==> src/rtl/regwin_pkg.sv <==
// Package: shared types for the indirect register window.
// Assumes: nothing; types only.
package regwin_pkg;
    // reason reported for a refused access
    typedef enum logic [1:0] {
        RC_NONE    = 2'd0,
        RC_UNDEF   = 2'd1,
        RC_FLASH   = 2'd2,
        RC_UNKNOWN = 2'd3
    } rej_code_t;

    // access sequencer states
    typedef enum logic [1:0] {
        SQ_IDLE = 2'd0,
        SQ_BUS  = 2'd1,
        SQ_DONE = 2'd2
    } seq_state_t;
endpackage

==> src/rtl/regwin_classify.sv <==
// Module: sorts a register pointer into accepted / undefined / flash / unknown.
// Assumes: limits ascend (LIM_REG < LIM_UNDEF < LIM_FLASH); purely combinational.
module regwin_classify
    import regwin_pkg::*;
#(
    parameter int unsigned ADDR_W = 32,
    parameter logic [ADDR_W-1:0] LIM_REG   = 'h1FFFF,
    parameter logic [ADDR_W-1:0] LIM_UNDEF = 'h7FFFF,
    parameter logic [ADDR_W-1:0] LIM_FLASH = 'hFFFFF
) (
    input  logic [ADDR_W-1:0] ptr,
    output rej_code_t         cls
);
    // region decode, lowest region first
    always_comb begin
        if (ptr < LIM_REG)        cls = RC_NONE;
        else if (ptr < LIM_UNDEF) cls = RC_UNDEF;
        else if (ptr < LIM_FLASH) cls = RC_FLASH;
        else                      cls = RC_UNKNOWN;
    end
endmodule

==> src/rtl/regwin_ptr.sv <==
// Module: holds the register pointer written through the pointer port.
// Assumes: load is a single-cycle qualified write strobe.
module regwin_ptr #(
    parameter int unsigned ADDR_W = 32
) (
    input  logic              clk,
    input  logic              rst_n,
    input  logic              load,
    input  logic [ADDR_W-1:0] din,
    output logic [ADDR_W-1:0] q
);
    // pointer register, cleared to register 0 on reset
    always_ff @(posedge clk) begin
        if (!rst_n)    q <= '0;
        else if (load) q <= din;
    end
endmodule

==> src/rtl/regwin_seq.sv <==
// Module: accepts host accesses, decodes the window offset, runs the
// register-bus handshake and produces completion and warning strobes.
// Assumes: host holds h_req and fields until h_done; DATA_W == ADDR_W.
module regwin_seq
    import regwin_pkg::*;
#(
    parameter int unsigned ADDR_W    = 32,
    parameter int unsigned DATA_W    = 32,
    parameter int unsigned OFF_W     = 5,
    parameter int unsigned ADDR_PORT = 0,
    parameter int unsigned DATA_PORT = 4
) (
    input  logic              clk,
    input  logic              rst_n,
    input  logic              h_req,
    input  logic              h_we,
    input  logic [OFF_W-1:0]  h_off,
    input  logic [DATA_W-1:0] h_wdata,
    input  logic [ADDR_W-1:0] ptr_q,
    input  rej_code_t         cls,
    input  logic              rb_rdy,
    input  logic [DATA_W-1:0] rb_rdata,
    output logic              ptr_load,
    output logic              h_done,
    output logic [DATA_W-1:0] h_rdata,
    output logic              rb_req,
    output logic              rb_we,
    output logic [DATA_W-1:0] rb_wdata,
    output logic              warn_stb,
    output rej_code_t         warn_code,
    output logic              warn_badoff
);
    localparam logic [OFF_W-1:0] OFF_A = OFF_W'(ADDR_PORT);
    localparam logic [OFF_W-1:0] OFF_D = OFF_W'(DATA_PORT);

    seq_state_t st;
    logic       hit_a;
    logic       hit_d;

    // offset decode of the presented access
    assign hit_a    = (h_off == OFF_A);
    assign hit_d    = (h_off == OFF_D);
    // pointer write strobe, only when an access is accepted
    assign ptr_load = (st == SQ_IDLE) && h_req && hit_a && h_we;

    // sequencer: accept, forward or refuse, then complete for one cycle
    always_ff @(posedge clk) begin
        if (!rst_n) begin
            st          <= SQ_IDLE;
            h_done      <= 1'b0;
            h_rdata     <= '0;
            rb_req      <= 1'b0;
            rb_we       <= 1'b0;
            rb_wdata    <= '0;
            warn_stb    <= 1'b0;
            warn_code   <= RC_NONE;
            warn_badoff <= 1'b0;
        end else begin
            h_done      <= 1'b0;
            warn_stb    <= 1'b0;
            warn_code   <= RC_NONE;
            warn_badoff <= 1'b0;
            case (st)
                SQ_IDLE: begin
                    if (h_req) begin
                        if (hit_a) begin
                            h_rdata <= h_we ? '0 : DATA_W'(ptr_q);
                            h_done  <= 1'b1;
                            st      <= SQ_DONE;
                        end else if (hit_d && cls == RC_NONE) begin
                            rb_req   <= 1'b1;
                            rb_we    <= h_we;
                            rb_wdata <= h_wdata;
                            st       <= SQ_BUS;
                        end else begin
                            h_rdata     <= '0;
                            h_done      <= 1'b1;
                            warn_stb    <= 1'b1;
                            warn_code   <= hit_d ? cls : RC_NONE;
                            warn_badoff <= !hit_d;
                            st          <= SQ_DONE;
                        end
                    end
                end
                SQ_BUS: begin
                    if (rb_rdy) begin
                        rb_req  <= 1'b0;
                        h_rdata <= rb_we ? '0 : rb_rdata;
                        h_done  <= 1'b1;
                        st      <= SQ_DONE;
                    end
                end
                default: st <= SQ_IDLE;
            endcase
        end
    end


    rb_hold_chk: assert property (@(posedge clk) disable iff (!rst_n)
        (rb_req && !rb_rdy) |=> (rb_req && $stable(rb_we) && $stable(rb_wdata)));

    done_pulse_chk: assert property (@(posedge clk) disable iff (!rst_n)
        h_done |=> !h_done);

    warn_with_done_chk: assert property (@(posedge clk) disable iff (!rst_n)
        warn_stb |-> h_done);

    code_needs_warn_chk: assert property (@(posedge clk) disable iff (!rst_n)
        (warn_code != RC_NONE) |-> (warn_stb && !warn_badoff));
endmodule

==> src/rtl/regwin_bridge.sv <==
// Module: top of the indirect register window; ties pointer, region
// classifier and access sequencer together.
// Assumes: full-word host accesses; register bus answers every request.
module regwin_bridge
    import regwin_pkg::*;
#(
    parameter int unsigned ADDR_W = 32,
    parameter int unsigned DATA_W = 32,
    parameter int unsigned WIN_BYTES = 32,
    parameter int unsigned ADDR_PORT = 0,
    parameter int unsigned DATA_PORT = 4,
    parameter logic [ADDR_W-1:0] LIM_REG   = 'h1FFFF,
    parameter logic [ADDR_W-1:0] LIM_UNDEF = 'h7FFFF,
    parameter logic [ADDR_W-1:0] LIM_FLASH = 'hFFFFF,
    localparam int unsigned OFF_W = $clog2(WIN_BYTES)
) (
    input  logic              clk,
    input  logic              rst_n,
    input  logic              h_req,
    input  logic              h_we,
    input  logic [OFF_W-1:0]  h_off,
    input  logic [DATA_W-1:0] h_wdata,
    output logic              h_done,
    output logic [DATA_W-1:0] h_rdata,
    output logic              rb_req,
    output logic              rb_we,
    output logic [ADDR_W-1:0] rb_addr,
    output logic [DATA_W-1:0] rb_wdata,
    input  logic              rb_rdy,
    input  logic [DATA_W-1:0] rb_rdata,
    output logic              warn_stb,
    output logic [1:0]        warn_code,
    output logic              warn_badoff
);
    logic [ADDR_W-1:0] ptr_q;
    logic              ptr_load;
    rej_code_t         cls;
    rej_code_t         code_q;

    regwin_ptr #(.ADDR_W(ADDR_W)) u_ptr (
        .clk  (clk),
        .rst_n(rst_n),
        .load (ptr_load),
        .din  (ADDR_W'(h_wdata)),
        .q    (ptr_q)
    );

    regwin_classify #(
        .ADDR_W   (ADDR_W),
        .LIM_REG  (LIM_REG),
        .LIM_UNDEF(LIM_UNDEF),
        .LIM_FLASH(LIM_FLASH)
    ) u_cls (
        .ptr(ptr_q),
        .cls(cls)
    );

    regwin_seq #(
        .ADDR_W   (ADDR_W),
        .DATA_W   (DATA_W),
        .OFF_W    (OFF_W),
        .ADDR_PORT(ADDR_PORT),
        .DATA_PORT(DATA_PORT)
    ) u_seq (
        .clk        (clk),
        .rst_n      (rst_n),
        .h_req      (h_req),
        .h_we       (h_we),
        .h_off      (h_off),
        .h_wdata    (h_wdata),
        .ptr_q      (ptr_q),
        .cls        (cls),
        .rb_rdy     (rb_rdy),
        .rb_rdata   (rb_rdata),
        .ptr_load   (ptr_load),
        .h_done     (h_done),
        .h_rdata    (h_rdata),
        .rb_req     (rb_req),
        .rb_we      (rb_we),
        .rb_wdata   (rb_wdata),
        .warn_stb   (warn_stb),
        .warn_code  (code_q),
        .warn_badoff(warn_badoff)
    );

    // bus address is the live pointer; it cannot move during a transfer
    assign rb_addr   = ptr_q;
    assign warn_code = code_q;


    bus_only_valid_chk: assert property (@(posedge clk) disable iff (!rst_n)
        rb_req |-> (cls == RC_NONE));

    addr_hold_chk: assert property (@(posedge clk) disable iff (!rst_n)
        (rb_req && !rb_rdy) |=> $stable(rb_addr));

    badoff_no_code_chk: assert property (@(posedge clk) disable iff (!rst_n)
        warn_badoff |-> (warn_stb && code_q == RC_NONE));
endmodule

==> config.mk <==
export PLATFORM = sky130hd
export DESIGN_NAME = regwin_bridge
export DESIGN_NICKNAME = d
export VERILOG_FILES = /design/src/rtl/regwin_pkg.sv /design/src/rtl/regwin_classify.sv /design/src/rtl/regwin_ptr.sv /design/src/rtl/regwin_seq.sv /design/src/rtl/regwin_bridge.sv
export SDC_FILE = /design/constraint.sdc
export NUM_CORES = 1
export LEC_CHECK = 0
export BUFFER_PORTS_ARGS = -buffer_cell sky130_fd_sc_hd__buf_2
export CORE_UTILIZATION = 52
export DETAILED_ROUTE_END_ITERATION = 8
export HOLD_SLACK_MARGIN = 0.05
export PLACE_DENSITY_LB_ADDON = 0.05
export SKIP_LAST_GASP = 1
export SYNTH_ARGS = -nofsm -noshare
export SYNTH_HDL_FRONTEND = slang
export SYNTH_HIERARCHICAL = 1
export SYNTH_SLANG_ARGS = --single-unit
==> constraint.sdc <==
create_clock -name clk -period 6.1 [get_ports clk]
set_input_delay 1.22 -clock clk [delete_from_list [all_inputs] [get_ports clk]]
set_output_delay 1.22 -clock clk [all_outputs]
set_load 0.02 [all_outputs]
# Word level (Yosys, flattened, before mapping)

Cells that the tools add are included.

Bitwise operators: 5
Muxes and demuxes: 25
Reduce and logical (&&, ||, !) cells: 16
Order comparisons: 3
Equality and inequality tests: 7

Operator list:

| operator                                                                       | count |
|---|---|
| 32-bit two-way mux                                                             | 6 |
| 32-bit case mux with 2 select lines                                            | 1 |
| 32-bit by 17-bit less-than comparator with 1-bit output, second input constant | 1 |
| 32-bit by 19-bit less-than comparator with 1-bit output, second input constant | 1 |
| 32-bit by 20-bit less-than comparator with 1-bit output, second input constant | 1 |
| 2-bit two-way mux                                                              | 6 |
| 1-bit two-way mux                                                              | 9 |
| 2-bit != test, second input constant                                           | 4 |
| 4-bit AND reduction                                                            | 2 |
| 6-bit OR reduction                                                             | 1 |
| 5-bit by 3-bit == test with 1-bit output, second input constant                | 1 |
| 5-bit logical NOT                                                              | 1 |
| 1-bit NOT                                                                      | 5 |
| 5-bit AND reduction                                                            | 1 |
| 5-bit OR reduction                                                             | 1 |
| 1-bit logical AND                                                              | 4 |
| 2-bit logical NOT                                                              | 2 |
| 1-bit case mux with 2 select lines                                             | 2 |
| 2-bit case mux with 2 select lines                                             | 1 |
| 4-bit OR reduction                                                             | 1 |
| 3-bit by 2-bit != test with 1-bit output, second input constant                | 1 |
| 2-bit by 1-bit == test with 1-bit output, second input constant                | 1 |
| 2-bit AND reduction                                                            | 1 |
| 2-bit nonzero test                                                             | 1 |
| 1-bit logical NOT                                                              | 1 |

Logic and storage cells: 66
Flip-flop bits (word level): 105
Bits of input ports: 74
Output and inout bits: 103

# Logic depth before layout (Yosys ltp)

Depth after elaboration: 10
Depth in mapped cells: 11
Depth with buffers taken out: 9

# Cells and area by module

Netlist, hierarchy kept.

Modules (own cells, without submodules):

| module          | sequential area each (µm²) | area an instance (µm²) | instances | cells an instance |
|---|---|---|---|---|
| regwin_seq      | 1461.4                     | 3060.4                 | 1         | 328 |
| regwin_ptr      | 640.6                      | 1243.7                 | 1         | 103 |
| regwin_classify | 0.0                        | 106.4                  | 1         | 17 |

# Least setup slack after synthesis

No wires, ideal clock.

Path type: input to register
Start point: input h_off[1]
End point: register u_ptr.q[19]
Cell stages on the path: 6
Path slack: 3627 ps
Required time: 5984 ps
Buffers on the path: 2
Data arrival time: 2357 ps
Library setup time: 116 ps
Cells stage by stage: nor4_4 and4b_1 buf_6 buf_12 mux2i_1 nor2b_1

Longest elaborated chain between the ends: 3

RTL lines:

| item                           | line                | source |
|---|---|---|
| start, declared                | regwin_bridge.sv:21 | `input logic [OFF_W-1:0] h_off,` |
| 5-bit logical NOT              | regwin_seq.sv:41    | `assign hit_a = (h_off == OFF_A);` |
| 1-bit logical AND (2 in a row) | regwin_seq.sv:44    | `assign ptr_load = (st == SQ_IDLE) && h_req && hit_a && h_we;` |
| via ptr_load                   | regwin_bridge.sv:36 | `logic ptr_load;` |
| end signal, assigned           | regwin_ptr.sv:15    | `else if (load) q <= din;` |
| end, declared                  | regwin_ptr.sv:10    | `output logic [ADDR_W-1:0] q` |

The timed path passes the listed nets, and every way through them passes these cells.
A chain may end at the register's enable or synchronous reset.

# Worst setup path after layout

Start point: register u_ptr.q[2]
End point: register u_seq.h_done

Longest elaborated chain between the ends: 10
Elaborated cells between the ends (all ways): 12
Classes of those cells: order compare (3); mux (7); reduce/logical (2)

RTL lines:

| item                                                    | line                  | source |
|---|---|---|
| 32-bit by 20-bit less-than comparator with 1-bit output | regwin_classify.sv:18 | `else if (ptr < LIM_FLASH) cls = RC_FLASH;` |
| 1-bit two-way mux                                       | regwin_classify.sv:18 |  |
| 2-bit two-way mux                                       | regwin_classify.sv:17 | `else if (ptr < LIM_UNDEF) cls = RC_UNDEF;` |
| 2-bit two-way mux (*)                                   | regwin_classify.sv:16 | `if (ptr < LIM_REG) cls = RC_NONE;` |
| via cls[0]                                              | regwin_bridge.sv:37   | `rej_code_t cls;` |
| 2-bit logical NOT (*)                                   | regwin_seq.sv:70      | `end else if (hit_d && cls == RC_NONE) begin` |
| 1-bit logical AND (*)                                   | regwin_seq.sv:70      |  |
| 1-bit two-way mux (*)                                   | regwin_seq.sv:70      |  |
| 1-bit two-way mux (*)                                   | regwin_seq.sv:66      | `if (hit_a) begin` |
| 1-bit two-way mux (*)                                   | regwin_seq.sv:65      | `if (h_req) begin` |
| 1-bit case mux with 2 select lines (*)                  | regwin_seq.sv:63      | `case (st)` |
| end signal, assigned                                    | regwin_seq.sv:59      | `h_done <= 1'b0;` |
| end signal, assigned                                    | regwin_seq.sv:68      | `h_done <= 1'b1;` |
| end signal, assigned                                    | regwin_seq.sv:77      | `h_done <= 1'b1;` |
| end, declared                                           | regwin_seq.sv:24      | `output logic h_done,` |

The timed path passes the listed nets; every way through them passes the cells marked *.

==> summary.txt <==
Outcome
  • Outcome: finished, final reports clean

Timing
  • Period utilization: 0.5903
  • Fmax: 277.7 MHz
  • Max_slew headroom: 0.2518
  • Count of final setup violators: 0
  • TNS Setup: 0 ps
  • Worst clock skew: around 10 ps
  • Hold Violations, Final: 0
  • Hold_ws: between 400 and 500 ps
  • PnR worst setup slack: roughly 2500 ps
  • Min cycle time layout: about 3600 ps
  • Fin. max-slew vios: 0
  • Slew at the pin closest to its max-slew limit: roughly 1100 ps
  • RSZ-0062 raised after global routing: no

Clocking
  • Clock root buffer: clkbuf_8
  • H-tree lvl count: 3
  • Clk slew on worst S/H paths: roughly 90 ps
  • Clk sink count: between 100 and 150
  • Clk buf depth: 2
  • CTS Hold Bufs: 0
  • Cts repair resizes: 0
  • CTS tree: built
  • Post-CTS setup buffer count: 0
  • Clk_lat worst skew: ~350 ps
  • CTS Buf Count: 9

Yosys
  • Seq cells post-synth: around 110
  • Adder-Cell Fraction of Synth Area: 0
  • Simple-gate share of the synthesized area: 0.1521
  • Unique masters post-synth: 35
  • Register area share after synthesis: 0.4766
  • Compound-Gate Fraction of Synth Area: 0.2403
  • Largest family of logic cells by synthesized area: compound AO/OA/AOI/OAI gates
  • Syn_area_per_cell: slightly below 10 µm²
  • Mapped Area: 4410 µm²
  • Post-Synth XOR/XNOR Area: 0
  • Syn Nets: approximately 520
  • Post-synthesis mux area share: 0.07262
  • Yosys warns: 6
  • Synth Instances: between 400 and 500

Hold path
  • Hold Path Class: reg -> reg
  • Hold Startpoint: u_seq/rb_wdata[7]$_SDFFE_PN0P_

Critical path
  • Critical path endpoint category: register
  • Crit-path max FO: 34
  • WP data arrival: 3900 ps
  • Launch point of the worst reg-to-reg path: u_ptr/q[2]$_SDFFE_PN0P_
  • Data required, critical path: roughly 6400 ps
  • Critical path launch point type: register
  • Reg2Reg Setup Slack: 2500 ps
  • Crit path launch: u_ptr/q[2]$_SDFFE_PN0P_
  • Setup CP Type: reg -> reg

Cells and area
  • FILL cells: 719
  • Final net count: roughly 680
  • Layout area overhead: 23.35%
  • Layout cells sized above 1: 0.3891
  • Post-route core utilization: 0.6621
  • Antenna cells: 0

Power and ir drop
  • Net Switching: about 0.00032 W
  • Sequential Power Share: 0.543
  • Clock power share: 0.348
  • Power per standard cell area: between 200 and 250 nW/µm²
  • Leak Pwr: 2.249 nW
  • Peak supply drop: roughly 150 µV
  • Comb pwr share: 0.109
  • Sw Ratio: 0.2434
  • Power Internal: 0.0009977 W

Place
  • Placer congestion estimate: 0.7774
  • Dpl ws: 2368 ps
  • Detailed Place HPWL: 7.832 mm
  • Port bufs: 176

Die
  • Rows: 33
  • CORE AREA: a little over 8000 µm²
  • Chip Width: about 94 µm
  • Die height: about 94 µm
  • Starting Density: 0.5368
  • IO Count: about 180
  • Full die area: a little under 9000 µm²

GRT
  • GRT Overall Usage: 0.2679
  • GR Overflow Total: 0
  • Vias in the first global route: around 3600
  • Largest net degree at the start of global routing: between 100 and 150
  • Initial antenna violation count: 0
  • First-pass GRT wire length: ~18 mm

Drt
  • Pre-antenna DRT Iters: 5
  • DRT iter0 DRCs: ~200
  • Via count: slightly below 4000
  • DR WL/cell: around 17 µm
  • Residual DRC: 0
  • Drt total wl: roughly 12 mm
  • Via density per instance: about 5.5
  • Antenna Nets Post-Route: 0

Flow run
  • Max_cap viols: 0
[synthesized netlist by cell type (all sizes together)]
master    n  share of area
o21a      1         0.0017
and3      3         0.0043
nor2      8         0.0068
o221a     1         0.0026
nor3b     2         0.0045
a21oi    33          0.063
buf      16          0.036
nor2b    32          0.045
a22oi    32          0.054
and3b     2         0.0040
o221ai    1         0.0020
nand2    70          0.060
or2       1         0.0014
a21boi   34          0.059
nor4      4         0.0091
inv       3         0.0026
nand4     5         0.0071
nand3b    1         0.0017
nand3     2         0.0023
nand2b    1         0.0014
o31ai    32          0.054
nor3      1         0.0023
clkbuf   23          0.020
dfxtp   105           0.48
and4b     1         0.0023
o21ai     1         0.0011
a211o     1         0.0023
mux2i    32          0.073
[placed cells by master, fill, tap and decap left out, types with 3 or more instances in the layout]
cell type,count
and3_1,3
o31ai_1,32
a21oi_1,3
buf_2,176
a21oi_2,30
nor2_1,6
nor4_1,3
a22oi_1,32
dfxtp_1,105
mux2i_1,32
clkbuf_8,10
a21boi_0,33
nand2_1,70
inv_1,3
nor2b_1,32
buf_4,6
nand4_1,5
[area by class of cell]
type	instances	area [µm²]	area share
sequential	105	2102	0.3864
multi-input combinational	301	2064	0.3795
timing repair buffer	182	925.9	0.1702
clock buffer	10	137.6	0.02530
tap	105	131.4	0.02415
clock inverter	3	67.56	0.01242
inverter	3	11.26	0.002070
[final timing paths]
check / to / cells past startpoint
setup / recovery: u_seq/h_done$_SDFF_PN0_ / 8
hold / removal: u_seq/rb_wdata[7]$_SDFFE_PN0P_ / 2
setup reg to reg: u_seq/h_done$_SDFF_PN0_ / 8
hold reg to reg: u_seq/rb_wdata[7]$_SDFFE_PN0P_ / 2
[stage by stage]
step	instance area, µm²	power, W	cells
after global placement	5235	0.0008730	696
after floorplan	4410	0.0008177	448
after detailed placement	5235	0.0008755	696
after CTS	5440	0.001331	709
after global routing	5440	0.001371	709
final	5440	0.001319	709
[critical path, stage by stage, from the launching register on]
cell and delay, ps:
dfxtp_1 450, nand4_1 180, nor3_2 270, nand4_1 190, o221ai_1 310, nor3b_1 160, a21boi_4 780, or2_2 910
and3b_1 270
[sequential cells by signal, indices dropped and copies added (netlist names)]
signal	flops
u_ptr/q	32
u_seq/h_done	1
u_seq/h_rdata	32
u_seq/rb_req	1
u_seq/rb_wdata	32
u_seq/rb_we	1
u_seq/st	2
u_seq/warn_badoff	1
u_seq/warn_code	2
u_seq/warn_stb	1
[power by group through the flow]
| stage | clock network (W) | logic [W] | registers, W |
|---|---|---|---|
| finish | 0.000458 | 0.000144 | 0.000717 |
| global route | 0.000497 | 0.000155 | 0.000719 |
| CTS | 0.000470 | 0.000144 | 0.000717 |
| detailed placement | 0 | 0.000143 | 0.000732 |
| global placement | 0 | 0.000141 | 0.000732 |
| floorplan | 0 | 0.0000634 | 0.000754 |
[logic make-up (layout without fill, tap and decap cells)]
family,after synthesis,in the layout
AO/OA/AOI/OAI,136,136
AND/OR/NAND/NOR,133,133
flip-flops,105,105
buffers and inverters,42,198
multiplexers,32,32
[metal layers]
| layer | vias up | part of all wire | GRT usage |
|---|---|---|---|
| li1 | 1901 | - | - |
| met1 | 1792 | 0.45 | 0.3575 |
| met2 | 158 | 0.47 | 0.4270 |
| met3 | 15 | 0.069 | 0.05825 |
| met4 | 0 | 0.014 | 0.08846 |
| met5 | - | 0 | 0 |
Note: power is estimated with default switching activity, not from simulation.
